--- src/rtl/relock_pkg.sv ---
package relock_pkg;

    typedef enum logic [1:0] {
        ST_POLL  = 2'd0,
        ST_TIME  = 2'd1,
        ST_DRAIN = 2'd2
    } relock_state_e;

    // Maximal-length tap masks for a left-shifting Fibonacci LFSR.
    // Bit k-1 of the mask selects register bit k-1 (tap k).
    function automatic logic [15:0] lfsr_taps(input int width);
        logic [15:0] m;
        m = 16'h0000;
        case (width)
            5:  m = 16'h0014;  // 5,3
            6:  m = 16'h0030;  // 6,5
            7:  m = 16'h0060;  // 7,6
            8:  m = 16'h00B8;  // 8,6,5,4
            9:  m = 16'h0110;  // 9,5
            10: m = 16'h0240;  // 10,7
            11: m = 16'h0500;  // 11,9
            12: m = 16'h0829;  // 12,6,4,1
            13: m = 16'h100D;  // 13,4,3,1
            14: m = 16'h2015;  // 14,5,3,1
            15: m = 16'h6000;  // 15,14
            default: m = 16'h0000;
        endcase
        return m;
    endfunction

endpackage

--- src/rtl/relock_lfsr.sv ---
module relock_lfsr
    import relock_pkg::*;
#(
    parameter int               WIDTH = 8,
    parameter logic [WIDTH-1:0] SEED  = WIDTH'(8'hA5)
) (
    input  logic             clk,
    input  logic             rst,
    output logic [WIDTH-1:0] value_o
);

    localparam logic [15:0]      TAP_ALL  = lfsr_taps(WIDTH);
    localparam logic [WIDTH-1:0] TAP_MASK = TAP_ALL[WIDTH-1:0];

    logic [WIDTH-1:0] sr_q;
    logic             fb;

    always_comb begin
        fb = ^(sr_q & TAP_MASK);
    end

    always_ff @(posedge clk) begin
        if (rst) begin
            sr_q <= SEED;
        end else begin
            sr_q <= {sr_q[WIDTH-2:0], fb};
        end
    end

    assign value_o = sr_q;

endmodule

--- src/rtl/relock_window.sv ---
module relock_window #(
    parameter int WIDTH = 8
) (
    input  logic             clk,
    input  logic             rst,
    input  logic             load_i,
    input  logic             run_i,
    input  logic [WIDTH-1:0] sample_i,
    output logic [WIDTH-1:0] count_o,
    output logic [WIDTH-1:0] period_o,
    output logic             match_o
);

    localparam logic [WIDTH-1:0] PERIOD_MIN = WIDTH'(1);
    localparam logic [WIDTH-1:0] CNT_ZERO   = '0;

    logic [WIDTH-1:0] cnt_q;
    logic [WIDTH-1:0] per_q;
    logic [WIDTH-1:0] per_d;

    always_comb begin
        per_d = (sample_i == CNT_ZERO) ? PERIOD_MIN : sample_i;
    end

    always_ff @(posedge clk) begin
        if (rst) begin
            cnt_q <= CNT_ZERO;
            per_q <= CNT_ZERO;
        end else if (load_i) begin
            cnt_q <= CNT_ZERO;
            per_q <= per_d;
        end else if (run_i) begin
            cnt_q <= cnt_q + PERIOD_MIN;
        end
    end

    assign count_o  = cnt_q;
    assign period_o = per_q;
    assign match_o  = (cnt_q == per_q);

endmodule

--- src/rtl/relock_fsm.sv ---
module relock_fsm
    import relock_pkg::*;
(
    input  logic          clk,
    input  logic          rst,
    input  logic          auth_i,
    input  logic          match_i,
    output relock_state_e state_o,
    output logic          load_o,
    output logic          run_o,
    output logic          req_o
);

    relock_state_e st_q;
    relock_state_e st_d;

    // State register
    always_ff @(posedge clk) begin
        if (rst) begin
            st_q <= ST_POLL;
        end else begin
            st_q <= st_d;
        end
    end

    // Transitions
    always_comb begin
        st_d = st_q;
        unique case (st_q)
            ST_POLL:  if (auth_i)  st_d = ST_TIME;
            ST_TIME:  if (match_i) st_d = ST_DRAIN;
            ST_DRAIN: if (!auth_i) st_d = ST_POLL;
            default:               st_d = ST_POLL;
        endcase
    end

    // Outputs
    always_comb begin
        load_o = 1'b0;
        run_o  = 1'b0;
        req_o  = 1'b0;
        unique case (st_q)
            ST_POLL: begin
                load_o = auth_i;
            end
            ST_TIME: begin
                run_o = !match_i;
                req_o = match_i;
            end
            ST_DRAIN: begin
            end
            default: begin
            end
        endcase
    end

    assign state_o = st_q;

endmodule

--- src/rtl/relock_timer.sv ---
module relock_timer
    import relock_pkg::*;
#(
    parameter int                PRNG_W = 8,
    parameter int                IDX_W  = 3,
    parameter logic [PRNG_W-1:0] SEED   = PRNG_W'(8'hA5)
) (
    input  logic             clk,
    input  logic             rst,
    input  logic             auth_i,
    output logic             relock_req_o,
    output logic [IDX_W-1:0] relock_idx_o
);

    logic [PRNG_W-1:0] lfsr_q;
    logic [PRNG_W-1:0] count_q;
    logic [PRNG_W-1:0] period_q;
    logic              win_match;
    logic              win_load;
    logic              win_run;
    logic              req;
    relock_state_e     state_q;

    relock_lfsr #(
        .WIDTH (PRNG_W),
        .SEED  (SEED)
    ) u_lfsr (
        .clk     (clk),
        .rst     (rst),
        .value_o (lfsr_q)
    );

    relock_window #(
        .WIDTH (PRNG_W)
    ) u_window (
        .clk      (clk),
        .rst      (rst),
        .load_i   (win_load),
        .run_i    (win_run),
        .sample_i (lfsr_q),
        .count_o  (count_q),
        .period_o (period_q),
        .match_o  (win_match)
    );

    relock_fsm u_fsm (
        .clk     (clk),
        .rst     (rst),
        .auth_i  (auth_i),
        .match_i (win_match),
        .state_o (state_q),
        .load_o  (win_load),
        .run_o   (win_run),
        .req_o   (req)
    );

    assign relock_req_o = req;
    assign relock_idx_o = req ? lfsr_q[IDX_W-1:0] : '0;

endmodule

--- config.mk ---
export PLATFORM = sky130hd
export DESIGN_NAME = relock_timer
export DESIGN_NICKNAME = d
export VERILOG_FILES = /design/src/rtl/relock_pkg.sv /design/src/rtl/relock_lfsr.sv /design/src/rtl/relock_window.sv /design/src/rtl/relock_fsm.sv /design/src/rtl/relock_timer.sv
export SDC_FILE = /design/constraint.sdc
export NUM_CORES = 1
export LEC_CHECK = 0
export ABC_AREA = 1
export BUFFER_PORTS_ARGS = -buffer_cell sky130_fd_sc_hd__buf_2
export CAP_MARGIN = 0
export CORE_AREA = 10 10 70 72
export DETAILED_ROUTE_END_ITERATION = 8
export DIE_AREA = 0 0 80 82
export GPL_TIMING_DRIVEN = 0
export PLACE_DENSITY = 0.5
export SYNTH_ARGS = -nofsm -noshare
export SYNTH_HDL_FRONTEND = slang
export SYNTH_SLANG_ARGS = --single-unit
--- constraint.sdc ---
create_clock -name clk -period 1.8 [get_ports clk]
set_input_delay 0.36 -clock clk [delete_from_list [all_inputs] [get_ports clk]]
set_output_delay 0.36 -clock clk [all_outputs]
set_load 0.1 [all_outputs]
==> After elaboration in Yosys (flattened, before gate mapping) <==
Index checks and enable logic that the tools add are counted.
{ "word_totals": {"out_inout_bits": 4, "inputBits": 3, "word_cells": 26, "ff_bits": 26} }
{ "classes": {"muxes": 9, "reduce_logical": 6, "n_eq_ne": 6, "add_sub_neg": 1} }
{ "op_table": {"columns": ["op", "count"], "rows": [
  ["$add A8 B1 Y8 const B", 1],
  ["$eq A8 B8 Y1", 1],
  ["$logic_not A8 Y1", 1],
  ["$mux W8", 1],
  ["$reduce_xor A8 Y1", 1],
  ["$mux W2", 3],
  ["$pmux W2 S3", 1],
  ["$ne A2 B2 Y1 const B", 2],
  ["$mux W1", 3],
  ["$mux W3", 1],
  ["$reduce_and A3 Y1", 1],
  ["$eq A2 B1 Y1 const B", 1],
  ["$eq A2 B2 Y1 const B", 1],
  ["$logic_not A2 Y1", 1],
  ["$ne A2 B1 Y1 const B", 1],
  ["$reduce_or A2 Y1", 1],
  ["$logic_not A1 Y1", 1]
]} }

==> Logic depth before layout (Yosys ltp) <==
{ "depth": {"word_depth": 3, "depth_mapped": 9, "mapped_depth_nobuf": 9} }

==> Cells and area by module <==
Synthesis repeated with hierarchy kept, for this count alone.
{ "unflattened": {"cells_unflattened": 164, "hier_area_um2": 1152.4} }
{ "modules_own_cells": {"columns": ["module", "seq_area_each_um2", "n_inst", "area_each_um2", "cells_each"], "rows": [
  ["relock_window", 320.3, 1, 757.0, 107],
  ["relock_lfsr", 160.2, 1, 275.3, 37],
  ["relock_fsm", 40.0, 1, 97.6, 14],
  ["relock_timer", 0.0, 1, 22.5, 6]
]} }

==> Worst setup path before layout <==
No wires, ideal clock.
{ "synth_timing": {"path_kind": "register to output", "startpoint": "register u_window.cnt_q[4] (netlist: u_window.count_o[4])", "endpoint": "output port relock_idx_o[0]", "path_stages_with_launch": 7, "required_time_ns": 1.440, "t_arrival_ns": 2.197, "path_slack_ns": -0.757, "n_path_buf": 1, "cell_sequence": "dfxtp_1 -> buf_6 -> xnor2_1 -> nand2_1 -> nor2_2 -> nand3_1 -> nor2_1"} }
{ "synth_via": {"elab_chain_len": 3} }
{ "synth_lines": {"columns": ["element", "line_no", "source"], "rows": [
  ["start, declared", "relock_window.sv:17", "logic [WIDTH-1:0] cnt_q;"],
  ["start signal, assigned", "relock_window.sv:33", "cnt_q <= cnt_q + PERIOD_MIN;"],
  ["$eq A8 B8 Y1", "relock_window.sv:39", "assign match_o = (cnt_q == per_q);"],
  ["$mux W1", "relock_fsm.sv:42", "unique case (st_q)"],
  ["$mux W3", "relock_timer.sv:58", "assign relock_idx_o = req ? lfsr_q[IDX_W-1:0] : '0;"],
  ["end, declared", "relock_timer.sv:12", "output logic [IDX_W-1:0] relock_idx_o"]
]} }
No other way between the ends.

==> Worst setup path in the final report <==
{ "layout_timing": {"startpoint": "register u_window.cnt_q[3] (netlist: u_window.count_o[3])", "endpoint": "output port relock_idx_o[2]"} }
The elaborated chain is that of the path after synthesis.

==> impl_metrics.toml <==
[status]
status = "complete, but fails checks"
violations = "setup timing"

[drt]
post_drt_wl_per_cell_microns = 11.01
ant_nets = 0
drt-pass1-iter-count = 4
viasPerCell = 4.458
wirelength_microns = 2499
vias = 1012
drt_iter0_drc = 64
post-route-drc-count = 0

[yosys]
yosysUniqueCellTypes = 20
synth-seq-cells = 26
synth_nets = 168
synth_area_leaders = "dfxtp_1 44%, nand2_1 12%, inv_1 7.2%"
seq_area_frac_synth_pct = 43.65
syn_inst = 163
syn_area_sq_um = 1192
ys_warn_count = 0
synth_area_leader_cell = "dfxtp_1"
yosysTopAreaCellShare_pct = 43.65
syn-mean-instance-area_sq_um = 7.315

[clocking]
cts_made_buffers = 3
htreeDepth = 1
clk_pin_slew_ps = 150
root_buffer = "clkbuf_4"
cts_tree = "built"
clock_latency_ps = 330
cts.sinks = 26
clock_path_buffers = 2

[global_route]
grt_pass1_wl_microns = 4409
grt_overflow = 0
grt_use_total_pct = 8.249
grt_pass1_vias = 1001
grt_max_degree = 16
antenna_found_initial = 0

[sta]
fin_crit_sh_pct = 107.0
setup_violations = 4
rsz0062_at_grt = "true"
worst_pin_slew_ps = 402.1
slew-limit-headroom_pct = 73.19
hold_viol = 0
layout_setup_ws_ps = -125.1
worst_clock_skew_ps = 8.020
fin_crit_ps = 1925
maxSlewViolCount = 0
max_freq_mhz = 519.4

[worst_setup_path]
cp_max_fo = 5
crit_path_end_kind = "primary output"
crit_type = "flip-flop to primary output"
crit_required_ps = 1440
cp_data_arrival_time_ps = 1570
cp-start-kind = "flip-flop"

[finish]
diodes = 0
layout_common_cells = "37 x nand2_1, 21 x inv_1, 15 x a21oi_1"
area_growth_pct = 30.85
postLayoutCellArea_sq_um = 1560
fin_util_pct = 43.60
final_cells = 227
drive_gt1_share_pct = 26.82
fin_nets = 185
final_common_cell = "nand2_1"

[flow_run]
drv_cap = 0

[floorplan]
dieArea_sq_um = 6560
fp.dieH_microns = 82
start_util_pct = 33.32
rows = 22
die_w_microns = 80
core_area_sq_um = 3578
ioPinCount = 7

[pwr]
clock_power_share_pct = 30.3
p_int_w = 0.0009402
switching_share_pct = 29.53
ir_drop_mv = 0.5526
powerDensity_nw_per_um2 = 855.2
seq_power_share_pct = 47.5
p_comb_share_pct = 22.2
power_w = 0.001334
leakage_nw = 0.6617
power_switching_w = 0.0003940

[placed_design]
routabilityCongestion = 0.7222
dpl-instance-area_sq_um = 1334
place_hpwl_microns = 1836
io_buffers = 5
numPlacedInstances = 216

[min_path]
min_path_type = "input port to flip-flop"
## critical path, stage by stage, from the launching register on
cell and delay, ps:
dfxtp_4 390, inv_4 60, nand2_1 40, nand2_1 60, nand2_2 70, nor2_4 130
nand3_4 160, nor2_4 140, buf_12 180
## path summary, 6_finish.rpt
check / startpoint / endpoint / slack (ps) / cells after the start
worst max register to register: u_fsm.state_o[0] / u_window.count_o[0] / 360 / 6
worst min register to register: u_lfsr.value_o[5] / u_lfsr.value_o[6] / 460 / 2
worst min-delay path: auth_i / u_fsm.state_o[1] / 300 / 3
worst max-delay path: u_window.count_o[3] / relock_idx_o[2] / -130 / 8
## cell type report
class / count / area, sq um
plain buffers: 1 / 3.754
clock buffers: 3 / 22.52
clock inverters: 1 / 30.03
fillers: 384 / 2018
inverters: 24 / 96.34
multi-input cells: 111 / 651.9
flip-flops and latches: 26 / 550.5
well taps: 48 / 60.06
repair buffers: 13 / 145.1
## metal layers
layer / wire, microns / GRT usage [%] / share of wire [%]
met5: 0 / 0 / 0
met4: 8 / 1.056 / 0.32
met3: 138 / 3.930 / 5.5
met2: 1173 / 13.16 / 47
met1: 1179 / 10.13 / 47
## power by group through the flow
stage          Combinational, W  Sequential [W]  Clock (W)
6_report               0.000296        0.000634   0.000404
3_5_place_dp           0.000250        0.000652          0
2_1_floorplan          0.000208        0.000646          0
5_1_grt                0.000325        0.000641   0.000445
3_3_place_gp           0.000248        0.000651          0
4_1_cts                0.000287        0.000637   0.000419
## stage by stage
step                      setup TNS [ps]  worst slack [ps]  hold WS [ps]
after floorplan                   -6.848            -6.848         404.1
after global placement            -612.9            -172.3         424.6
after detailed placement          -638.2            -171.8         436.9
after CTS                         -655.8            -186.7         281.5
after global routing              -838.0            -220.3         295.2
final                             -457.8            -125.1         296.9
## cell usage after synthesis
cell type and n:
clkbuf_1 1, a21oi_1 15, nand4_1 2, buf_6 1, inv_2 1, nand3_1 14, ha_1 2, inv_1 23
nor2_1 13, a21o_1 1, nor2_2 4, a211oi_1 1, dfxtp_1 26, nand2_1 39, nand2_4 2, xor2_1 4
o21ai_0 7, nor3_1 1, xnor2_1 5, nand3b_1 1
## registers in the layout, indices dropped and copies added, names as in the netlist
register / count
u_fsm.state_o: 2
u_lfsr.value_o: 8
u_window.count_o: 8
u_window.period_o: 8
## cell families (layout without fill, tap and decap cells)
kind of cell	count (synthesis)	in the layout	synth area share [%]
compound gates	24	24	10.49
xor+xnor	9	9	6.610
flops	26	26	43.65
fa+ha+maj	2	2	2.098
buf+inv	26	42	8.813
simple gates	76	76	28.33
## what timing repair did
| action | in CTS | in global routing |
|---|---|---|
| pin swaps | 9 | 9 |
| endpoints found under the setup margin | 4 | 4 |
| resized for setup | 31 | 11 |
| setup buffers | 4 | 4 |
| hold buffers | 0 | 0 |
(Power assumes the default switching activity.)
